## src/rtl/ctx_pkg.sv

```systemverilog
package ctx_pkg;
  typedef enum logic [1:0] {
    ACT_NONE = 2'd0,
    ACT_PUSH = 2'd1,
    ACT_POP  = 2'd2,
    ACT_SWAP = 2'd3
  } stack_act_e;
endpackage

```

## src/rtl/ctx_lifo.sv

```systemverilog
module ctx_lifo
  import ctx_pkg::*;
#(
  parameter int DEPTH = 16,
  parameter int EW    = 4,
  parameter int PTR_W = $clog2(DEPTH + 1)
) (
  input  logic                clk,
  input  logic                rst,
  input  logic                do_reset,
  input  logic                do_load,
  input  logic                do_restore,
  input  logic                do_ckpt,
  input  logic                do_step,
  input  stack_act_e          act,
  input  logic [EW-1:0]       sym,
  input  logic [7:0]          ld_sp,
  input  logic [DEPTH*EW-1:0] ld_img,
  output logic [PTR_W-1:0]    sp_q,
  output logic [EW-1:0]       top,
  output logic                empty,
  output logic                step_fault,
  output logic                ld_over
);
  localparam logic [PTR_W-1:0] FULL_SP = PTR_W'(DEPTH);

  logic [DEPTH*EW-1:0] img_q, sh_img_q;
  logic [PTR_W-1:0]    sh_sp_q;
  logic                full, wr_en;
  logic [PTR_W-1:0]    wr_idx;

  assign empty = (sp_q == '0);
  assign full  = (sp_q == FULL_SP);
  assign step_fault = do_step &&
                      ((act == ACT_PUSH && full) ||
                       ((act == ACT_POP || act == ACT_SWAP) && empty));
  assign ld_over = do_load && (int'(ld_sp) > DEPTH);

  // Write slot: above top for push, top for replace.
  assign wr_en  = do_step && !step_fault && (act == ACT_PUSH || act == ACT_SWAP);
  assign wr_idx = (act == ACT_PUSH) ? sp_q : sp_q - 1'b1;

  always_ff @(posedge clk) begin
    if (do_reset) begin
      sp_q     <= '0;
      img_q    <= '0;
      sh_sp_q  <= '0;
      sh_img_q <= '0;
    end else if (do_load) begin
      sp_q  <= ld_over ? FULL_SP : ld_sp[PTR_W-1:0];
      img_q <= ld_img;
    end else if (do_restore) begin
      sp_q  <= sh_sp_q;
      img_q <= sh_img_q;
    end else if (do_ckpt) begin
      sh_sp_q  <= sp_q;
      sh_img_q <= img_q;
    end else if (do_step && !step_fault) begin
      for (int i = 0; i < DEPTH; i++)
        if (wr_en && wr_idx == PTR_W'(i)) img_q[i*EW +: EW] <= sym;
      if (act == ACT_PUSH)     sp_q <= sp_q + 1'b1;
      else if (act == ACT_POP) sp_q <= sp_q - 1'b1;
    end
  end

  always_comb begin
    top = '0;
    for (int i = 0; i < DEPTH; i++)
      if (!empty && sp_q - 1'b1 == PTR_W'(i)) top = img_q[i*EW +: EW];
  end

  p_sp_bound_r2: assert property (@(posedge clk) disable iff (rst)
    sp_q <= FULL_SP);
  p_no_overflow_r3: assert property (@(posedge clk) disable iff (rst)
    (do_step && act == ACT_PUSH && full) |=> (sp_q == FULL_SP && $stable(img_q)));
  p_no_underflow_r4: assert property (@(posedge clk) disable iff (rst)
    (do_step && act == ACT_POP && empty) |=> (sp_q == '0));
  p_swap_keeps_sp_r5: assert property (@(posedge clk) disable iff (rst)
    (do_step && act == ACT_SWAP) |=> $stable(sp_q));
  p_load_clamp_r9: assert property (@(posedge clk) disable iff (rst)
    (do_load && int'(ld_sp) > DEPTH) |=> (sp_q == FULL_SP));
endmodule

```

## src/rtl/ctx_nfa_reg.sv

```systemverilog
module ctx_nfa_reg #(
  parameter int NFA_W     = 64,
  parameter int START_BIT = 0
) (
  input  logic             clk,
  input  logic             rst,
  input  logic             do_reset,
  input  logic             do_load,
  input  logic             do_restore,
  input  logic             do_ckpt,
  input  logic             do_step,
  input  logic [NFA_W-1:0] ld_nfa,
  input  logic [NFA_W-1:0] nxt,
  output logic [NFA_W-1:0] nfa_q
);
  localparam logic [NFA_W-1:0] START = NFA_W'(1) << START_BIT;

  logic [NFA_W-1:0] sh_q;

  always_ff @(posedge clk) begin
    if (do_reset) begin
      nfa_q <= START;
      sh_q  <= START;
    end else if (do_load)    nfa_q <= ld_nfa;
    else if (do_restore)     nfa_q <= sh_q;
    else if (do_ckpt)        sh_q  <= nfa_q;
    else if (do_step)        nfa_q <= nxt;
  end

  p_reset_start_r1: assert property (@(posedge clk) disable iff (rst)
    do_reset |=> ($onehot(nfa_q) && nfa_q[START_BIT]));
  p_step_nfa_r11: assert property (@(posedge clk) disable iff (rst)
    do_step |=> (nfa_q == $past(nxt)));
endmodule

```

## src/rtl/ctx_stack_engine.sv

```systemverilog
module ctx_stack_engine
  import ctx_pkg::*;
#(
  parameter int DEPTH = 16,
  parameter int EW    = 4,
  parameter int NFA_W = 64,
  parameter int PTR_W = $clog2(DEPTH + 1)
) (
  input  logic                clk,
  input  logic                rst,
  input  logic                cmd_reset,
  input  logic                cmd_load,
  input  logic                cmd_ckpt,
  input  logic                cmd_restore,
  input  logic                step_valid,
  input  logic [1:0]          step_act,
  input  logic [EW-1:0]       step_sym,
  input  logic [NFA_W-1:0]    nfa_next,
  input  logic                invalid_byte,
  input  logic                nfa_accept,
  input  logic [NFA_W-1:0]    load_nfa,
  input  logic [7:0]          load_sp,
  input  logic [DEPTH*EW-1:0] load_stack,
  output logic                accept,
  output logic                stack_empty,
  output logic                error,
  output logic [PTR_W-1:0]    sp_out,
  output logic [EW-1:0]       top_entry,
  output logic [3:0]          nfa_dbg
);
  logic do_reset, do_load, do_restore, do_ckpt, do_step;
  logic step_fault, ld_over, err_q;
  logic [NFA_W-1:0] nfa_q;
  stack_act_e act;

  // Precedence: reset, load, restore, checkpoint, step.
  assign do_reset   = rst | cmd_reset;
  assign do_load    = !do_reset && cmd_load;
  assign do_restore = !do_reset && !cmd_load && cmd_restore;
  assign do_ckpt    = !do_reset && !cmd_load && !cmd_restore && cmd_ckpt;
  assign do_step    = !do_reset && !cmd_load && !cmd_restore && !cmd_ckpt && step_valid;
  assign act        = stack_act_e'(step_act);

  ctx_lifo #(.DEPTH(DEPTH), .EW(EW), .PTR_W(PTR_W)) u_lifo (
    .clk(clk), .rst(rst), .do_reset(do_reset), .do_load(do_load),
    .do_restore(do_restore), .do_ckpt(do_ckpt), .do_step(do_step),
    .act(act), .sym(step_sym), .ld_sp(load_sp), .ld_img(load_stack),
    .sp_q(sp_out), .top(top_entry), .empty(stack_empty),
    .step_fault(step_fault), .ld_over(ld_over)
  );

  ctx_nfa_reg #(.NFA_W(NFA_W), .START_BIT(0)) u_nfa (
    .clk(clk), .rst(rst), .do_reset(do_reset), .do_load(do_load),
    .do_restore(do_restore), .do_ckpt(do_ckpt), .do_step(do_step),
    .ld_nfa(load_nfa), .nxt(nfa_next), .nfa_q(nfa_q)
  );

  always_ff @(posedge clk) begin
    if (do_reset)     err_q <= 1'b0;
    else if (do_load) err_q <= ld_over;
    else if (step_fault || (do_step && invalid_byte)) err_q <= 1'b1;
  end

  assign error   = err_q;
  assign accept  = nfa_accept & stack_empty;
  assign nfa_dbg = nfa_q[3:0];

  p_err_sticky_r8: assert property (@(posedge clk) disable iff (rst)
    (err_q && !cmd_reset && !cmd_load) |=> err_q);
  p_invalid_err_r7: assert property (@(posedge clk) disable iff (rst)
    (do_step && invalid_byte) |=> err_q);
  p_load_wins_r12: assert property (@(posedge clk) disable iff (rst)
    (!do_reset && cmd_load && int'(load_sp) <= DEPTH) |=> (sp_out == $past(load_sp[PTR_W-1:0])));
endmodule

```

## config.mk

```make
export PLATFORM = sky130hd
export DESIGN_NAME = ctx_stack_engine
export DESIGN_NICKNAME = d
export VERILOG_FILES = /design/src/rtl/ctx_pkg.sv /design/src/rtl/ctx_lifo.sv /design/src/rtl/ctx_nfa_reg.sv /design/src/rtl/ctx_stack_engine.sv
export SDC_FILE = /design/constraint.sdc
export NUM_CORES = 1
export LEC_CHECK = 0
export ABC_AREA = 0
export BUFFER_PORTS_ARGS = -buffer_cell sky130_fd_sc_hd__buf_2
export CORE_MARGIN = 3
export CORE_UTILIZATION = 24
export DETAILED_ROUTE_END_ITERATION = 6
export HOLD_SLACK_MARGIN = 0.03
export PLACE_DENSITY = 0.46
export SYNTH_ARGS = -nofsm -noshare
export SYNTH_HDL_FRONTEND = slang
export SYNTH_HIERARCHICAL = 1
export SYNTH_SLANG_ARGS = --single-unit
```

## constraint.sdc

```tcl
create_clock -name clk -period 3.32 [get_ports clk]
set_input_delay 0.664 -clock clk [delete_from_list [all_inputs] [get_ports clk]]
set_output_delay 0.664 -clock clk [all_outputs]
set_load 0.02 [all_outputs]
```

==> results of run 1 <==
## metrics by stage
| step | cells | hold WS [ns] | area [sq um] |
|---|---|---|---|
| 2_1_floorplan | 1121 | 0.430 | 8550 |
| 3_3_place_gp | 1663 | 0.442 | 9940 |
| 3_5_place_dp | 1663 | 0.447 | 9940 |
| 4_1_cts | 1705 | 0.457 | 10800 |
| 5_1_grt | 1708 | 0.470 | 11000 |
| 6_report | 1708 | 0.455 | 11000 |
## final cells by class
class                   count  area [sq um]  share of cell area (%)
clock buffers              18           429                    3.91
repair buffers            202          1410                    12.8
inverters                  12          50.0                   0.455
clock inverters            14           166                    1.51
multi-input cells         860          5410                    49.3
well taps                 455           569                    5.18
flip-flops and latches    147          2950                    26.9
## placed cells by master (no fill, tap or decap), drive strengths merged, types with 4 or more instances in the layout
| cell type | count |
|---|---|
| o221ai | 4 |
| nor3 | 14 |
| o21a | 5 |
| o211ai | 8 |
| clkinv | 5 |
| or3 | 6 |
| o21ai | 92 |
| nor3b | 4 |
| inv | 18 |
| nor2 | 99 |
| o22ai | 7 |
| nor2b | 13 |
| o41ai | 4 |
| ha | 9 |
| clkbuf | 18 |
| and2 | 5 |
| or2 | 6 |
| nand2 | 241 |
| nand2b | 12 |
| o32ai | 4 |
| a21oi | 177 |
| mux2i | 65 |
| nand3 | 12 |
| dfxtp | 147 |
| buf | 202 |
| a22oi | 5 |
| xnor2 | 7 |
| a221o | 4 |
## worst register-to-register path, cell delays in order, from the launching register on
cell     delay [ns]
dfxtp_2        0.40
buf_4          0.18
or3_1          0.38
a41o_1         0.32
buf_4          0.24
o41ai_4        0.37
buf_4          0.20
mux2i_1        0.19
nor2_1         0.05
## where the power goes
group | internal, W | total [W] | switching, W
sequential | 0.00178 | 0.00181 | 0.0000241
combinational | 0.000302 | 0.000716 | 0.000414
clock | 0.00107 | 0.00196 | 0.000883
## registers in the layout, indices dropped and copies added, names as in the netlist
register,cells
error,1
u_lifo/img_q,64
u_lifo/sh_img_q,64
u_lifo/sh_sp_q,5
u_nfa/sh_q,4
u_lifo/sp_q,5
u_nfa/nfa_q,4
## layer usage
| metal | up-vias | part of all wire, % | GRT usage (%) |
|---|---|---|---|
| met1 | 3885 | 47 | 21.1 |
| met2 | 192 | 47 | 25.0 |
| li1 | 4126 | - | - |
| met5 | - | 0 | 0 |
| met3 | 21 | 4.1 | 3.21 |
| met4 | 0 | 1.3 | 3.48 |
## timing repair
item,in CTS,in global routing
pin swaps,21,17
setup endpoints to repair,4,4
resized for setup,52,26
setup buffers,10,3
## how the worst max path moves through the flow
| stage | endpoint | cells after the start | from | slack [ns] |
|---|---|---|---|---|
| detailed placement | top_entry[2] | 10 | u_lifo/sp_q[0]$_SDFFE_PP0P_ | 0.05 |
| global placement | top_entry[0] | 11 | u_lifo/sp_q[0]$_SDFFE_PP0P_ | 0.04 |
| floorplan | top_entry[2] | 12 | u_lifo/sp_q[0]$_SDFFE_PP0P_ | 0.01 |
| finish | top_entry[0] | 11 | u_lifo/sp_q[0]$_SDFFE_PP0P_ | -0.19 |
| CTS | top_entry[1] | 12 | u_lifo/sp_q[0]$_SDFFE_PP0P_ | -0.22 |
| global route | top_entry[1] | 12 | u_lifo/sp_q[0]$_SDFFE_PP0P_ | -0.29 |
==> key figures, run 1 <==
Run status
  – Outcome: complete, but fails checks
  – Failing checks: setup timing

Logic synthesis
  – Post-synthesis area per instance: 7.60 sq um
  – Mapped Area: 8510 sq um
  – Syn Inst Count: 1121
  – Syn_nets: 1345
  – Ys Warns: 6

Worst setup path
  – Crit path max-delay family: compound AO/OA/AOI/OAI gates
  – Max stage delay on crit path: 0.37 ns
  – Critical-path cell list: inv_4, ha_4, buf_12, or2_1, o21ai_2, o21a_2, buf_6, o2111ai_2, a311oi_2, o32a_1, buf_6
  – Most Frequent Cell on Critical Path: buf_6
  – Slowest-stage cell, CP: dfxtp_4
  – CP Launch Type: flip-flop
  – Capturing point of the worst reg2reg path: u_lifo/img_q[14]$_SDFFE_PP0P_
  – CP Capture Type: primary output
  – WS Path Type: flip-flop to primary output
  – Cell count of the worst reg-to-reg path: 8
  – Bufs and invs on worst path: 4
  – Largest fanout on the critical path: 8
  – R2r setup slk: 0.85 ns
  – Req. time, crit path: 2.66 ns
  – RR Startpoint: u_lifo/sp_q[4]$_SDFFE_PP0P_
  – WP data arrival: 2.85 ns

Global route
  – Largest net degree at the start of global routing: 84
  – First-pass GRT wire length: 46.6 mm
  – Initial antenna violation count: 0
  – Vias in the first global route: 8076
  – Gr ovfl total: 0
  – GRT Util Overall: 15.4%

Hold path
  – Hold_sp: u_lifo/sh_sp_q[4]$_SDFFE_PP0P_
  – WHS Endpoint: u_lifo/sh_sp_q[4]$_SDFFE_PP0P_
  – Hold path cells: 2
  – Hold crit path type: flip-flop to flip-flop

Clock tree
  – Worst-Skew Late Latency: 0.44 ns
  – Hold_buf cts: 0
  – Longest Clk Path Bufs: 2
  – CTS tree: yes
  – H-tree depth: 4
  – # clock sinks: 147
  – Clk root buf: clkbuf_16
  – Num CTS Buffers: 17
  – Clock slew at reported path FFs: 0.06 ns

Pwr
  – Max IR drop VDD: 0.337 mV
  – Pleak: 4.20 nW
  – Pwr/cell area: 407 nW/um^2
  – Pwr Total: 0.00448 W

Finish
  – FILL cells: 3749
  – Final nets: 1464
  – Layout cell share with drive strength beyond 1: 27.1%
  – Layout area overhead: 29.1%
  – Post-Route Utilization: 31.7%
  – Inserted Diodes: 0

Routing
  – DRC: 0
  – TritonRoute pass-1 iters: 5
  – Vias: 8224
  – Post-Route WL: 29.7 mm
  – ANT nets after route: 0
  – Post-DR wirelength/cell: 17.4 um
  – 1st-iter DRT viols: 554
  – Drt via density: 4.81

Floorplan
  – I/O pin count: 231
  – Site Rows: 68
  – Starting Density: 24.5%
  – Die Ht: 194 um
  – DIE AREA: 37800 sq um
  – Core Area: 34700 sq um
  – Die width: 194 um

STA
  – Hold Violations, Final: 0
  – Worst-Margin Slew: 0.924 ns
  – Fin crit share: 106%
  – Slew Viols, Final: 0
  – Slew margin rel.: 38.4%
  – Final Setup Violations: 4
  – Clock Skew: 0.0182 ns
  – Worst Slack Setup Final: -0.191 ns
  – TNS Setup: -0.469 ns
  – Fmax: 285 MHz
  – RSZ-0062 raised after global routing: true
  – Period minus WS final: 3.51 ns

Place
  – Pre-CTS WS: 0.0466 ns
  – HPWL Detailed: 20.4 mm
  – I/O Buffers: 110
  – GP Congestion: 0.835

Run
  – Max cap viols: 0
(Power assumes the default switching activity.)
==> run 2: changes to the inputs <==
--- a/config.mk
+++ b/config.mk
@@ -7,11 +7,12 @@
 export LEC_CHECK = 0
 export ABC_AREA = 0
 export BUFFER_PORTS_ARGS = -buffer_cell sky130_fd_sc_hd__buf_2
-export CORE_MARGIN = 3
+export CORE_MARGIN = 2
 export CORE_UTILIZATION = 24
 export DETAILED_ROUTE_END_ITERATION = 6
 export HOLD_SLACK_MARGIN = 0.03
 export PLACE_DENSITY = 0.46
+export SKIP_CTS_REPAIR_TIMING = 1
 export SYNTH_ARGS = -nofsm -noshare
 export SYNTH_HDL_FRONTEND = slang
 export SYNTH_HIERARCHICAL = 1
==> key figures, run 2 (synthesis gave the netlist of run 1 again) <==
Global route
  – GRT Util Overall: 16.0%
  – Initial antenna violation count: 0
  – First-pass GRT wire length: 45.4 mm
  – Largest net degree at the start of global routing: 84
  – Gr ovfl total: 0
  – Vias in the first global route: 7937

Worst setup path
  – Most Frequent Cell on Critical Path: buf_6
  – CP Capture Type: primary output
  – Critical-path cell list: inv_4, ha_4, buf_8, or2_4, o21ai_4, o21a_1, buf_6, o2111ai_4, a311oi_2, o32a_1, buf_6
  – CP Launch Type: flip-flop
  – Worst setup path startpoint: u_lifo/sp_q[1]$_SDFFE_PP0P_
  – WP data arrival: 2.85 ns
  – Req. time, crit path: 2.66 ns
  – WS Path Type: flip-flop to primary output
  – Largest fanout on the critical path: 7
  – Slowest-stage cell, CP: dfxtp_2
  – Max stage delay on crit path: 0.36 ns
  – RR Startpoint: u_lifo/sp_q[0]$_SDFFE_PP0P_

Finish
  – Inserted Diodes: 0
  – FILL cells: 3782
  – Layout cell share with drive strength beyond 1: 26.6%
  – Commonest non-fill, non-tap cell in the layout: nand2_1
  – Top Registers: u_lifo/img_q x64, u_lifo/sh_img_q x64
  – Layout area overhead: 27.4%
  – Commonest non-fill, non-tap cells in the layout: nand2_1 (238), a21oi_1 (162), dfxtp_1 (142), buf_2 (106), nor2_1 (89)
  – Design area: 10900 sq um
  – Final nets: 1464

STA
  – Fmax: 285 MHz
  – Worst-Margin Slew: 0.798 ns
  – Period minus WS final: 3.51 ns
  – Fin crit share: 106%
  – Hold Violations, Final: 0
  – Slew Viols, Final: 0
  – RSZ-0062 raised after global routing: true
  – TNS Setup: -0.563 ns
  – Final Setup Violations: 4
  – Worst Slack Setup Final: -0.193 ns
  – Slew margin rel.: 46.8%
  – Clock Skew: 0.0160 ns

Clock tree
  – Worst-Skew Late Latency: 0.44 ns
  – Num CTS Buffers: 17
  – CTS tree: yes
  – H-tree depth: 4
  – # clock sinks: 147
  – Clock slew at reported path FFs: 0.06 ns
  – Longest Clk Path Bufs: 2
  – Clk root buf: clkbuf_16

Routing
  – DR WL met3: 1.08 mm
  – Post-DR wirelength/cell: 17.3 um
  – Vias: 8285
  – Metal1 wirelength: 14.0 mm
  – TritonRoute pass-1 iters: 6
  – Met2 Wirelength: 13.8 mm
  – Post-Route WL: 29.6 mm
  – ANT nets after route: 0
  – Drt via density: 4.85
  – DRC: 0
  – Max layer used: met4
  – 1st-iter DRT viols: 492

Run
  – Max cap viols: 0

Run status
  – Outcome: complete, but fails checks
  – Failing checks: setup timing

Pwr
  – Combinational Power Share: 15.4%
  – Sw Share: 29.0%
  – Pleak: 4.18 nW
  – Internal: 0.00323 W
  – Switching pwr: 0.00131 W
  – Pwr Total: 0.00454 W
  – Max IR drop VDD: 0.354 mV
  – Clk network pwr share: 44.8%
  – Pwr/cell area: 419 nW/um^2
  – Part of the power in registers: 39.8%

Floorplan
  – Site Rows: 68
  – DIE AREA: 37000 sq um
  – I/O pin count: 231
  – Starting Density: 24.5%
  – Die width: 192 um
  – Core Area: 34700 sq um
  – Die Ht: 192 um

Hold path
  – Hold_sp: u_lifo/sh_sp_q[4]$_SDFFE_PP0P_
  – Hold crit path type: flip-flop to flip-flop

Place
  – GP Congestion: 0.885
  – I/O Buffers: 110
  – Post-DP Area: 9900 sq um
  – HPWL Detailed: 20.4 mm
  – Pre-CTS WS: 0.0265 ns
run 2: cell types whose count changed in the layout (fill, tap and decap cells not counted), sizes merged:
cell	change
clkinv	-3
clkinvlp	+2
bufinv	+1
run 2: final cells by class:
cell class                 instances  area, sq um  share of cell area [%]
clock inverter                    14          168                    1.55
sequential                       147         2950                    27.2
timing repair buffer             202         1350                    12.5
multi-input combinational        860         5330                    49.1
clock buffer                      18          439                    4.05
inverter                          12         47.5                   0.438
tap                              455          569                    5.25
run 2: layer usage:
metal | up-vias | track usage, %
met4 | 0 | 5.02
li1 | 4119 | -
met5 | - | 0
met2 | 172 | 26.2
met3 | 33 | 2.78
met1 | 3961 | 21.2
run 2: worst paths after layout:
check,to,slack [ns],cells past startpoint
min,u_lifo/sh_sp_q[4]$_SDFFE_PP0P_,0.46,2
min reg2reg,u_lifo/sh_sp_q[4]$_SDFFE_PP0P_,0.46,2
max reg2reg,u_lifo/img_q[6]$_SDFFE_PP0P_,0.82,11
max,top_entry[0],-0.19,11
run 2: power by group through the flow:
stage | sequential [W] | clock (W) | combinational, W
after floorplan | 0.00184 | 0 | 0.000410
after global placement | 0.00185 | 0 | 0.000652
after detailed placement | 0.00185 | 0 | 0.000655
after CTS | 0.00181 | 0.00210 | 0.000659
after global routing | 0.00181 | 0.00217 | 0.000764
final | 0.00181 | 0.00204 | 0.000698
run 2: critical path: cells and delay by family (launching register included):
kind	cells	cell delay [ns]
AO/OA/AOI/OAI	5	1.19
adder cells (fa/ha/maj)	1	0.18
buffers and inverters	4	0.47
flip-flops	1	0.36
AND/OR/NAND/NOR	1	0.24
run 2: per-stage QoR:
| step | std cells | util (%) | hold slack (ns) |
|---|---|---|---|
| floorplan | 1121 | - | 0.430 |
| global placement | 1664 | 28.5 | 0.442 |
| detailed placement | 1664 | 28.5 | 0.447 |
| global route | 1708 | 31.3 | 0.471 |
| CTS | 1696 | 30.3 | 0.456 |
| finish | 1708 | 31.3 | 0.455 |
==> run 3: changes to the inputs <==
--- a/config.mk
+++ b/config.mk
@@ -11,7 +11,7 @@
 export CORE_UTILIZATION = 24
 export DETAILED_ROUTE_END_ITERATION = 6
 export HOLD_SLACK_MARGIN = 0.03
-export PLACE_DENSITY = 0.46
+export PLACE_DENSITY = 0.39
 export SKIP_CTS_REPAIR_TIMING = 1
 export SYNTH_ARGS = -nofsm -noshare
 export SYNTH_HDL_FRONTEND = slang
==> key figures, run 3 (synthesis gave the netlist of run 1 again) <==
Routing
  – Drt via density: 4.79
  – 1st-iter DRT viols: 401
  – DRC: 0
  – Post-DR wirelength/cell: 17.8 um
  – ANT nets after route: 0
  – Post-Route WL: 30.4 mm
  – Vias: 8166
  – TritonRoute pass-1 iters: 4

STA
  – Slew Viols, Final: 0
  – RSZ-0062 raised after global routing: true
  – Fin crit share: 107%
  – TNS Setup: -0.817 ns
  – Period minus WS final: 3.57 ns
  – Fmax: 280 MHz
  – Clock Skew: 0.0102 ns
  – Worst-Margin Slew: 0.782 ns
  – Hold Violations, Final: 0
  – Slew margin rel.: 47.9%
  – Final Setup Violations: 4
  – Worst Slack Setup Final: -0.248 ns

Worst setup path
  – CP Capture Type: primary output
  – Slowest-stage cell, CP: dfxtp_2
  – Max stage delay on crit path: 0.36 ns
  – Largest fanout on the critical path: 9
  – Req. time, crit path: 2.66 ns
  – WS Path Type: flip-flop to primary output
  – WP data arrival: 2.90 ns
  – Cell count of the worst reg-to-reg path: 12
  – Most Frequent Cell on Critical Path: buf_6
  – CP Launch Type: flip-flop
  – Critical-path cell list: inv_4, ha_4, buf_8, or2_4, o21ai_4, o21a_1, buf_6, o2111ai_4, a311oi_1, buf_4, o32a_1, buf_6

Floorplan
  – Core Area: 34700 sq um
  – I/O pin count: 231
  – Die Ht: 192 um
  – Site Rows: 68
  – DIE AREA: 37000 sq um
  – Starting Density: 24.5%
  – Die width: 192 um

Hold path
  – Hold crit path type: flip-flop to flip-flop
  – Hold path cells: 2

Clock tree
  – H-tree depth: 4
  – Longest Clk Path Bufs: 2
  – Num CTS Buffers: 17
  – Worst-Skew Late Latency: 0.45 ns
  – # clock sinks: 147
  – Clock slew at reported path FFs: 0.06 ns
  – CTS tree: yes
  – Clk root buf: clkbuf_16

Global route
  – First-pass GRT wire length: 46.1 mm
  – GRT Util Overall: 16.5%
  – Initial antenna violation count: 0
  – Vias in the first global route: 7734
  – Gr ovfl total: 0
  – Largest net degree at the start of global routing: 79

Finish
  – Inserted Diodes: 0
  – Layout Cells excl Fill: 1706
  – Layout area overhead: 27.9%
  – Final nets: 1462
  – Commonest non-fill, non-tap cell in the layout: nand2_1
  – Design area: 10900 sq um
  – Commonest non-fill, non-tap cells in the layout: nand2_1 (238), a21oi_1 (160), dfxtp_1 (142), buf_2 (106), nor2_1 (92)
  – Layout cell share with drive strength beyond 1: 25.8%
  – Top Registers: u_lifo/img_q x64, u_lifo/sh_img_q x64

Place
  – Placed cells: 1663
  – Post-DP Area: 9910 sq um
  – HPWL Detailed: 20.9 mm
  – I/O Buffers: 110
  – GP Congestion: 0.858

Pwr
  – Pwr/cell area: 417 nW/um^2
  – Max IR drop VDD: 0.377 mV
  – Pwr Total: 0.00454 W
  – Pleak: 4.17 nW

Run status
  – Failing checks: setup timing
  – Outcome: complete, but fails checks

Run
  – Max cap viols: 0
[run 3: critical path: cells and delay by family (launching register included)]
family,cells,cell delay [ns]
AOI/OAI and AO/OA,5,1.04
buffers and inverters,5,0.65
adders and majority gates,1,0.16
DFF,1,0.36
and+or+nand+nor,1,0.24
[run 3: path summary, 6_finish.rpt]
path                                                startpoint                        endpoint  slack, ns
worst max-delay path               u_lifo/sp_q[0]$_SDFFE_PP0P_                    top_entry[0]      -0.25
worst min-delay path            u_lifo/sh_sp_q[3]$_SDFFE_PP0P_  u_lifo/sh_sp_q[3]$_SDFFE_PP0P_       0.45
worst max register to register     u_lifo/sp_q[0]$_SDFFE_PP0P_    u_lifo/img_q[5]$_SDFFE_PP0P_       0.69
worst min register to register  u_lifo/sh_sp_q[3]$_SDFFE_PP0P_  u_lifo/sh_sp_q[3]$_SDFFE_PP0P_       0.45
[run 3: final cells by class]
cell class                      count  area (sq um)
Fill cell                        3761         23800
Sequential cell                   147          2950
Clock inverter                     11           151
Clock buffer                       21           440
Tap cell                          455           569
Timing Repair Buffer              200          1370
Inverter                           12          50.0
Multi-Input combinational cell    860          5360
[run 3: layer usage]
metal  vias up  wire length, um  track usage [%]
li1       4113                -                -
met4         0              425             5.05
met1      3866            15000             22.9
met3        29             1080             2.67
met2       158            13900             26.0
met5         -                0                0
[run 3: metrics by stage]
step | setup slack, ns | hold slack [ns] | util [%]
3_3_place_gp | 0.0164 | 0.442 | 28.6
3_5_place_dp | 0.0353 | 0.447 | 28.6
2_1_floorplan | 0.0146 | 0.430 | -
6_report | -0.248 | 0.453 | 31.4
5_1_grt | -0.381 | 0.470 | 31.4
4_1_cts | -0.446 | 0.456 | 30.3
[run 3: report_power, final]
part / switching (W) / internal [W]
sequential: 0.0000232 / 0.00178
combinational: 0.000423 / 0.000302
clock: 0.000825 / 0.00119
total: 0.00127 / 0.00327
